`config.mk`:
```
export PLATFORM = sky130hd
export DESIGN_NAME = addsub_carry_unit
export DESIGN_NICKNAME = d
export VERILOG_FILES = /design/src/rtl/acu_pkg.sv /design/src/rtl/acu_operand_mux.sv /design/src/rtl/acu_adder.sv /design/src/rtl/acu_flag_file.sv /design/src/rtl/addsub_carry_unit.sv
export SDC_FILE = /design/constraint.sdc
export NUM_CORES = 1
export LEC_CHECK = 0
export BUFFER_PORTS_ARGS = -buffer_cell sky130_fd_sc_hd__buf_4
export CAP_MARGIN = 20
export CORE_UTILIZATION = 55
export DETAILED_ROUTE_END_ITERATION = 12
export PLACE_DENSITY = 0.81
export SYNTH_ARGS = -nofsm -noshare
export SYNTH_HDL_FRONTEND = slang
export SYNTH_SLANG_ARGS = --single-unit
```
`constraint.sdc`:
```
create_clock -name clk -period 6.9 [get_ports clk]
set_input_delay 1.035 -clock clk [delete_from_list [all_inputs] [get_ports clk]]
set_output_delay 1.035 -clock clk [all_outputs]
set_load 0.02 [all_outputs]
```
`src/rtl/acu_pkg.sv`:
```
package acu_pkg;

  typedef enum logic [3:0] {
    OP_ADD     = 4'd0,
    OP_RSUB    = 4'd1,
    OP_ADD_C   = 4'd2,
    OP_RSUB_C  = 4'd3,
    OP_ADD_X   = 4'd4,
    OP_RSUB_X  = 4'd5,
    OP_ADD_M1  = 4'd6,
    OP_RSUB_M1 = 4'd7,
    OP_ADD_Z   = 4'd8,
    OP_RSUB_Z  = 4'd9,
    OP_NEG     = 4'd10,
    OP_ADD_I   = 4'd11,
    OP_ADD_IH  = 4'd12,
    OP_ADD_IC  = 4'd13,
    OP_RSUB_IC = 4'd14,
    OP_ADD_OVC = 4'd15
  } acu_op_e;

  typedef enum logic [2:0] {
    YS_B, YS_ZERO, YS_ONES, YS_IMM, YS_IMMH
  } ysel_e;

  typedef enum logic [1:0] {
    CS_ZERO, CS_ONE, CS_CA, CS_OV
  } csel_e;

  typedef struct packed {
    logic  inv_a;
    logic  zero_ok;
    ysel_e ysel;
    csel_e csel;
    logic  wr_ca;
    logic  ovc;
  } acu_ctl_t;

  function automatic acu_ctl_t acu_decode(acu_op_e op);
    acu_ctl_t c;
    c = '{inv_a: 1'b0, zero_ok: 1'b0, ysel: YS_B, csel: CS_ZERO,
          wr_ca: 1'b0, ovc: 1'b0};
    case (op)
      OP_ADD:     ;
      OP_RSUB:    begin c.inv_a = 1'b1; c.csel = CS_ONE; end
      OP_ADD_C:   c.wr_ca = 1'b1;
      OP_RSUB_C:  begin c.inv_a = 1'b1; c.csel = CS_ONE; c.wr_ca = 1'b1; end
      OP_ADD_X:   begin c.csel = CS_CA; c.wr_ca = 1'b1; end
      OP_RSUB_X:  begin c.inv_a = 1'b1; c.csel = CS_CA; c.wr_ca = 1'b1; end
      OP_ADD_M1:  begin c.ysel = YS_ONES; c.csel = CS_CA; c.wr_ca = 1'b1; end
      OP_RSUB_M1: begin c.inv_a = 1'b1; c.ysel = YS_ONES; c.csel = CS_CA; c.wr_ca = 1'b1; end
      OP_ADD_Z:   begin c.ysel = YS_ZERO; c.csel = CS_CA; c.wr_ca = 1'b1; end
      OP_RSUB_Z:  begin c.inv_a = 1'b1; c.ysel = YS_ZERO; c.csel = CS_CA; c.wr_ca = 1'b1; end
      OP_NEG:     begin c.inv_a = 1'b1; c.ysel = YS_ZERO; c.csel = CS_ONE; end
      OP_ADD_I:   begin c.ysel = YS_IMM; c.zero_ok = 1'b1; end
      OP_ADD_IH:  begin c.ysel = YS_IMMH; c.zero_ok = 1'b1; end
      OP_ADD_IC:  begin c.ysel = YS_IMM; c.wr_ca = 1'b1; end
      OP_RSUB_IC: begin c.inv_a = 1'b1; c.ysel = YS_IMM; c.csel = CS_ONE; c.wr_ca = 1'b1; end
      OP_ADD_OVC: begin c.csel = CS_OV; c.ovc = 1'b1; end
      default:    ;
    endcase
    return c;
  endfunction

endpackage

```
`src/rtl/acu_operand_mux.sv`:
```
module acu_operand_mux
  import acu_pkg::*;
#(
  parameter int W = 64
) (
  input  acu_ctl_t       ctl,
  input  logic [W-1:0]   a,
  input  logic [W-1:0]   b,
  input  logic [15:0]    imm,
  input  logic           ra_zero,
  input  logic           ca,
  input  logic           ov,
  output logic [W-1:0]   x,
  output logic [W-1:0]   y,
  output logic           cin
);
  localparam int IMM_W = 16;

  logic [W-1:0] a_eff;
  logic [W-1:0] imm_lo;
  logic [W-1:0] imm_hi;

  assign imm_lo = {{(W-IMM_W){imm[IMM_W-1]}}, imm};
  assign imm_hi = {{(W-2*IMM_W){imm[IMM_W-1]}}, imm, {IMM_W{1'b0}}};

  always_comb begin
    a_eff = (ctl.zero_ok && ra_zero) ? '0 : a;
    x     = ctl.inv_a ? ~a_eff : a_eff;
    case (ctl.ysel)
      YS_B:    y = b;
      YS_ZERO: y = '0;
      YS_ONES: y = '1;
      YS_IMM:  y = imm_lo;
      YS_IMMH: y = imm_hi;
      default: y = '0;
    endcase
    case (ctl.csel)
      CS_ZERO: cin = 1'b0;
      CS_ONE:  cin = 1'b1;
      CS_CA:   cin = ca;
      CS_OV:   cin = ov;
      default: cin = 1'b0;
    endcase
  end


  always_comb begin
    ra_zero_gate_chk: assert (ctl.zero_ok || !ra_zero || ctl.inv_a || x == a);
  end
endmodule

```
`src/rtl/acu_adder.sv`:
```
module acu_adder #(
  parameter int W  = 64,
  parameter int LW = 32
) (
  input  logic [W-1:0] x,
  input  logic [W-1:0] y,
  input  logic         cin,
  output logic [W-1:0] s,
  output logic         cout,
  output logic         c_lo,
  output logic         ovf,
  output logic         ovf_lo
);
  logic [W:0] full;
  logic       c_into_msb;

  assign full       = {1'b0, x} + {1'b0, y} + {{W{1'b0}}, cin};
  assign s          = full[W-1:0];
  assign cout       = full[W];
  assign c_into_msb = s[W-1] ^ x[W-1] ^ y[W-1];
  assign ovf        = cout ^ c_into_msb;

  generate
    if (W > LW) begin : g_wide
      logic c_into_lo_msb;
      assign c_lo          = s[LW] ^ x[LW] ^ y[LW];
      assign c_into_lo_msb = s[LW-1] ^ x[LW-1] ^ y[LW-1];
      assign ovf_lo        = c_lo ^ c_into_lo_msb;
    end else begin : g_narrow
      assign c_lo   = cout;
      assign ovf_lo = ovf;
    end
  endgenerate


  always_comb begin
    same_sign_ovf_chk: assert (!ovf || (x[W-1] == y[W-1] && s[W-1] != x[W-1]));
  end
endmodule

```
`src/rtl/acu_flag_file.sv`:
```
module acu_flag_file #(
  parameter int W = 64
) (
  input  logic         clk,
  input  logic         rst_n,
  input  logic         issue,
  input  logic         wr_ca,
  input  logic         ovc,
  input  logic         ov_en,
  input  logic         rec,
  input  logic [W-1:0] s,
  input  logic         cout,
  input  logic         c_lo,
  input  logic         ovf,
  input  logic         ovf_lo,
  output logic [W-1:0] sum_q,
  output logic         ca_q,
  output logic         ca32_q,
  output logic         ov_q,
  output logic         ov32_q,
  output logic         so_q,
  output logic [2:0]   cr_q
);
  logic [W-1:0] sum_d;
  logic         ca_d, ca32_d, ov_d, ov32_d, so_d;
  logic [2:0]   cr_d;
  logic         neg, zero;

  assign neg  = s[W-1];
  assign zero = (s == '0);

  always_comb begin
    sum_d  = sum_q;
    ca_d   = ca_q;
    ca32_d = ca32_q;
    ov_d   = ov_q;
    ov32_d = ov32_q;
    so_d   = so_q;
    cr_d   = cr_q;
    if (issue) begin
      sum_d = s;
      if (wr_ca) begin
        ca_d   = cout;
        ca32_d = c_lo;
      end
      if (ovc) begin
        ov_d   = cout;
        ov32_d = c_lo;
      end else if (ov_en) begin
        ov_d   = ovf;
        ov32_d = ovf_lo;
        so_d   = so_q | ovf;
      end
      if (rec) cr_d = {neg, !neg && !zero, zero};
    end
  end

  always_ff @(posedge clk or negedge rst_n) begin
    if (!rst_n) begin
      sum_q  <= '0;
      ca_q   <= 1'b0;
      ca32_q <= 1'b0;
      ov_q   <= 1'b0;
      ov32_q <= 1'b0;
      so_q   <= 1'b0;
      cr_q   <= 3'b000;
    end else begin
      sum_q  <= sum_d;
      ca_q   <= ca_d;
      ca32_q <= ca32_d;
      ov_q   <= ov_d;
      ov32_q <= ov32_d;
      so_q   <= so_d;
      cr_q   <= cr_d;
    end
  end


  idle_hold_chk: assert property (@(posedge clk) disable iff (!rst_n)
    !issue |=> $stable(sum_q) && $stable({ca_q, ca32_q, ov_q, ov32_q, so_q, cr_q}));

  sticky_so_chk: assert property (@(posedge clk) disable iff (!rst_n)
    so_q |=> so_q);

  cr_onehot_chk: assert property (@(posedge clk) disable iff (!rst_n)
    $onehot0(cr_q));

  cr_gate_chk: assert property (@(posedge clk) disable iff (!rst_n)
    issue && !rec |=> $stable(cr_q));
endmodule

```
`src/rtl/addsub_carry_unit.sv`:
```
module addsub_carry_unit
  import acu_pkg::*;
#(
  parameter int W = 64
) (
  input  logic         clk,
  input  logic         rst_n,
  input  logic         issue_i,
  input  logic [3:0]   op_i,
  input  logic [W-1:0] a_i,
  input  logic [W-1:0] b_i,
  input  logic [15:0]  imm_i,
  input  logic         ra_zero_i,
  input  logic         rec_i,
  input  logic         ovf_en_i,
  output logic [W-1:0] sum_o,
  output logic         ca_o,
  output logic         ca32_o,
  output logic         ov_o,
  output logic         ov32_o,
  output logic         so_o,
  output logic [2:0]   cr_o
);
  localparam int LW = 32;

  acu_ctl_t     ctl;
  logic [W-1:0] x, y, s;
  logic         cin, cout, c_lo, ovf, ovf_lo;

  assign ctl = acu_decode(acu_op_e'(op_i));

  acu_operand_mux #(.W(W)) u_mux (
    .ctl(ctl), .a(a_i), .b(b_i), .imm(imm_i), .ra_zero(ra_zero_i),
    .ca(ca_o), .ov(ov_o), .x(x), .y(y), .cin(cin)
  );

  acu_adder #(.W(W), .LW(LW)) u_add (
    .x(x), .y(y), .cin(cin), .s(s), .cout(cout), .c_lo(c_lo),
    .ovf(ovf), .ovf_lo(ovf_lo)
  );

  acu_flag_file #(.W(W)) u_flags (
    .clk(clk), .rst_n(rst_n), .issue(issue_i), .wr_ca(ctl.wr_ca),
    .ovc(ctl.ovc), .ov_en(ovf_en_i), .rec(rec_i), .s(s), .cout(cout),
    .c_lo(c_lo), .ovf(ovf), .ovf_lo(ovf_lo), .sum_q(sum_o), .ca_q(ca_o),
    .ca32_q(ca32_o), .ov_q(ov_o), .ov32_q(ov32_o), .so_q(so_o), .cr_q(cr_o)
  );


  ca_hold_chk: assert property (@(posedge clk) disable iff (!rst_n)
    issue_i && !(op_i inside {4'd2, 4'd3, 4'd4, 4'd5, 4'd6, 4'd7, 4'd8, 4'd9, 4'd13, 4'd14})
    |=> $stable({ca_o, ca32_o}));

  ovc_so_chk: assert property (@(posedge clk) disable iff (!rst_n)
    issue_i && op_i == 4'd15 |=> $stable(so_o));

  oe_off_chk: assert property (@(posedge clk) disable iff (!rst_n)
    issue_i && !ovf_en_i && op_i != 4'd15 |=> $stable({ov_o, ov32_o}));
endmodule

```
# After elaboration in Yosys (flattened, before gate mapping)

Cells that the tools add are included.

Output and inout port bits: 72
Register bits: 72
Word-level logic and storage cells: 75
Bits of input ports: 154

Reductions and logical operators: 20
Add/sub/neg operators: 2
Multiplexer cells: 14
Equality and inequality tests: 21
Bitwise logic cells: 11

Operators with widths:

| cell               | number |
|---|---|
| $pmux 64 s4        | 1 |
| $mux 64            | 2 |
| $add 64x64->65     | 1 |
| $add 65x1->65      | 1 |
| $logic_not 64->1   | 1 |
| $not 64->64        | 1 |
| $eq 4x4->1 const B | 8 |
| $eq 4x3->1 const B | 4 |
| $pmux 3 s4         | 1 |
| $reduce_or 10->1   | 1 |
| $eq 4x2->1 const B | 2 |
| $mux 1             | 8 |
| $xor 1x1->1        | 8 |
| $reduce_or 7->1    | 1 |
| $eq 3x2->1 const B | 2 |
| $pmux 2 s3         | 1 |
| $reduce_and 2->1   | 3 |
| $reduce_or 3->1    | 2 |
| $reduce_or 6->1    | 1 |
| $eq 2x2->1 const B | 2 |
| $eq 4x1->1 const B | 1 |
| $pmux 1 s4         | 1 |
| $reduce_or 2->1    | 2 |
| $reduce_or 4->1    | 1 |
| other kinds (10)   | 12 |

# Logic depth before layout (Yosys ltp)

Depth after elaboration: 14
Gate-level depth with buffers: 20

# Hierarchy

Synthesis repeated with hierarchy kept, for this count alone.

Cells, all modules: 1096
Area, all modules: 8675.8 µm²

By module, submodules not included:

| module            | cells each | seq. area each (µm²) | area each (µm²) | instances |
|---|---|---|---|---|
| acu_adder         | 585        | 0.0                  | 3922.5          | 1 |
| acu_flag_file     | 180        | 1801.7               | 2844.0          | 1 |
| acu_operand_mux   | 303        | 0.0                  | 1701.6          | 1 |
| addsub_carry_unit | 28         | 0.0                  | 207.7           | 1 |

# Worst setup path after synthesis

Ideal clock, no wire load.

Path kind: input port to flip-flop
From: input port op_i[1]
To: register u_flags.cr_q[1]
Arrival time: 6.071 ns
Required time: 6.772 ns
Stages on the path: 20
Setup slack: 0.701 ns
Path through: clkbuf_1 buf_1 a21oi_1 a31oi_1 buf_1 buf_1 xor2_1 fa_1 fa_1 nand2b_1 a21o_1 a211o_1 a21boi_0 o22ai_1 or4_1 or4_1 nor4_1 nand4b_1 nor4_2 nor2_1

Word-level cells in the longest chain between the ends: 12
Elaborated cells between the ends (all ways): 45
Classes of those cells: add/sub (2); eq/ne (20); mux (8); bitwise (1); reduce/logical (14)

RTL lines:

| item                                                   | RTL line               | text |
|---|---|---|
| start, declared                                        | addsub_carry_unit.sv:9 | `input logic [3:0] op_i,` |
| branches (longest 8 deep; another with $add 64x64->65) | n/a                    |  |
| $add 65x1->65 (*)                                      | acu_adder.sv:17        | `assign full = {1'b0, x} + {1'b0, y} + {{W{1'b0}}, cin};` |
| $logic_not 64->1                                       | acu_flag_file.sv:30    | `assign zero = (s == '0);` |
| $logic_not 1->1                                        | acu_flag_file.sv:54    | `if (rec) cr_d = {neg, !neg && !zero, zero};` |
| $logic_and 1x1->1 (*)                                  | acu_flag_file.sv:54    |  |
| end signal, assigned                                   | acu_flag_file.sv:74    | `cr_q <= cr_d;` |
| end, declared                                          | acu_flag_file.sv:22    | `output logic [2:0] cr_q` |

Mark *: on every way between the ends.
A chain may end at the register's enable or synchronous reset.

# Worst setup path in the final report

From: input port op_i[0]
To: register u_flags.cr_q[1]

Same word-level chain as after synthesis.

==> metrics.cfg <==
[pwr]
power_density_nw_per_um2=316.0
power_switching_mw=1.881
power_mw=3.776
intPower_mw=1.895
power_frac_seq_pct=19.7
p_leak_nw=5.478
power_frac_clock_pct=13.7
max-vdd-ir-drop_mv=0.3357
power.share.switching_pct=49.82
combPwrFrac_pct=66.6

[final_layout]
stdcell_count=1679
final_layout_size_suffix_gt1_share_pct=23.87
synthToLayoutAreaGrowth_pct=22.77
diodes=0
fin_nets=1668

[logic_synthesis]
synthTopCellsByArea=dfrtp_1 (19%), ha_1 (8.1%), xnor2_1 (7.7%), nand2_1 (6.3%), a21oi_1 (5.9%)
syn_inst=1265
ys_warn_count=0
synthTopCellsByCount=nand2_1 (164), a21oi_1 (114), xnor2_1 (86)
ys_seq_area_share_pct=18.52
synth_edf_count=0
avgSynthCellArea_um2=7.692
synth_fp_nets=1484
yosysTopAreaCell=dfrtp_1
yosys_register_bits=72
synth.most_common_cell=nand2_1
netlist.area_leader.share_pct=18.52
synth_area_um2=9731
synth_cell_type_count=86
synth_top_flop_cell=dfrtp_1
synthArstFlopShare_pct=100.0

[route]
wl_per_cell_um=21.70
drt-met1-wl_um=15100
vias_per_cell=6.493
dr.first_iter.drc_count=1028
dr_wl_met2_um=16330
dr_total_vias=10902
wl_met3_um=3634
top_layer=met4
drc=0
antenna_left=0
routed_wl_um=36440
first_pass_iters=6

[job]
drv_cap=0

[clock_network]
cts_resized=0
cts.hold.buffers_added=0
htree_levels=3
cts-root-buf=clkbuf_16
numCtsBuffers=9
clkTransAtPathRegs_ps=70
postCtsSetupRepairBufs=0
clkLatencyLatePin_ps=350
clk_path_buf_depth=2
cts_sinks=72
cts_tree=built

[timing]
rsz0062_at_grt=false
relSlewSlack_pct=35.96
fin_hold_ws_ps=484.4
tightest_slew_ps=960.7
period_needed_ps=6284
setup_slack_ps=615.7
report.final.hold_viol_count=0
tns_ps=0
setup-violations-final=0
clock_skew_ps=12.29
drv_slew=0
period_share_pct=91.08
fmaxAchievable_mhz=159.1

[global_route]
antenna_found_initial=0
grt.total_usage_pct=39.91
overflow=0
grt_pass1_vias=10178
grt_first_pass_wirelength_um=55720
grt_max_degree=73

[place]
gp_congestion=1.009
io_buffers=225
dp.cells=1663
dp_hpwl_um=29390
pre_cts_slack_ps=405.6

[worst_setup_path]
crit_path_cell_trace=buf_4 > nand2b_1 > o22ai_1 > nand3_2 > buf_4 > nand2_1 > xnor2_1 > ha_1 > a21oi_1 > nand2_1 > o21ai_0 > a211oi_1 > or2_2 > o311ai_0 > buf_4 > o2111ai_1 > nor4_1 > nand4b_1 > nor4_2 > nor2_1
cp.buffers_inverters=3
critical_path_required_ps=7120
cp_top_family=simple AND/OR/NAND/NOR gates
crit_type=in2reg
cp-end-kind=flip-flop
path_common_cell=buf_4
critical-path-max-stage-delay_ps=520
crit_fanout=39
slowest_stage=o311ai_0
start_kind=input pin
arrival_ps=6510

[floorplanning]
rows=48
core-area_um2=17300
die_w_um=135.0
dieArea_um2=18230
ios=226
initial_core_util_pct=56.26
die_y_um=135.0

[min_path]
hold_class=reg2reg

[run_status]
status=finished clean

[per-layer routing]
metal | track usage, % | vias to the layer above
met5 | 0 | -
met4 | 14.79 | 0
met3 | 7.170 | 80
met2 | 63.57 | 603
met1 | 53.72 | 5103
li1 | - | 5116
[logic make-up (layout without fill, tap and decap cells)]
| family | Yosys count | count (layout) | synth area share (%) |
|---|---|---|---|
| AOI/OAI and AO/OA | 447 | 447 | 32.07 |
| and+or+nand+nor | 415 | 415 | 20.75 |
| xor gates and xnor gates | 111 | 111 | 9.991 |
| buffers and inverters | 103 | 292 | 4.218 |
| DFF | 72 | 72 | 18.52 |
| adders and majority gates | 65 | 65 | 8.512 |
| muxes | 52 | 52 | 5.941 |
[flip-flops by register name (all words and copies together), names as in the netlist]
register	flops
u_flags.ov_q	1
u_flags.cr_q	3
u_flags.ca_q	1
u_flags.so_q	1
u_flags.ov32_q	1
u_flags.sum_q	64
u_flags.ca32_q	1
[layout by cell type (no fill, tap or decap), drive strengths merged, types with 9 or more instances in the layout]
cell	netlist	routed
nand3	19	19
clkbuf	52	9
a21o	63	63
dfrtp	72	72
nor3	34	34
or3	14	14
a22o	30	30
ha	63	63
o21a	12	12
inv	21	24
nor2	69	69
o21ai	74	74
o21bai	11	11
o211ai	11	11
nand2	164	164
a21oi	122	122
nand2b	24	24
xor2	25	25
a221o	30	30
buf	29	254
nand4	30	30
and2	10	10
a31oi	13	13
xnor2	86	86
o31ai	9	9
mux2	46	46
a211oi	16	16
[path summary, 6_finish.rpt]
| check | from | depth (start not counted) | slack (ps) | to |
|---|---|---|---|---|
| worst max-delay path | op_i[0] | 20 | 620 | u_flags.cr_q[1]$_DFFE_PN0P_ |
| worst min-delay path | u_flags.sum_q[45]$_DFFE_PN0P_ | 1 | 480 | u_flags.sum_q[45]$_DFFE_PN0P_ |
| worst max register to register | u_flags.ca_q$_DFFE_PN0P_ | 16 | 2070 | u_flags.ov_q$_DFFE_PN0P_ |
| worst min register to register | u_flags.sum_q[45]$_DFFE_PN0P_ | 1 | 480 | u_flags.sum_q[45]$_DFFE_PN0P_ |
| max in group asynchronous | rst_n | 1 | 5440 | u_flags.sum_q[27]$_DFFE_PN0P_ |
| min in group asynchronous | rst_n | 1 | 840 | u_flags.sum_q[59]$_DFFE_PN0P_ |
[power by group through the flow]
stage                     logic, mW  registers (mW)  clock network [mW]
final                          2.51           0.745               0.518
after CTS                      2.47           0.739               0.515
after floorplan                1.32           0.941                   0
after global routing           2.69           0.761               0.537
after global placement         2.44           0.742                   0
after detailed placement       2.45           0.741                   0
[through the flow]
stage	instance area (µm²)	util (%)
after floorplan	9731	-
after global placement	11630	67.27
after detailed placement	11630	67.27
after CTS	11950	69.07
after global routing	11950	69.07
final	11950	69.07
[final cells by class]
class,count,area [µm²]
Multi-Input combinational cell,1090,7550
Timing Repair Buffer,254,1919
Clock buffer,9,225.2
Inverter,22,82.58
Sequential cell,72,1802
Fill cell,1522,5350
Clock inverter,7,86.33
Tap cell,225,281.5
(Power assumes the default switching activity.)
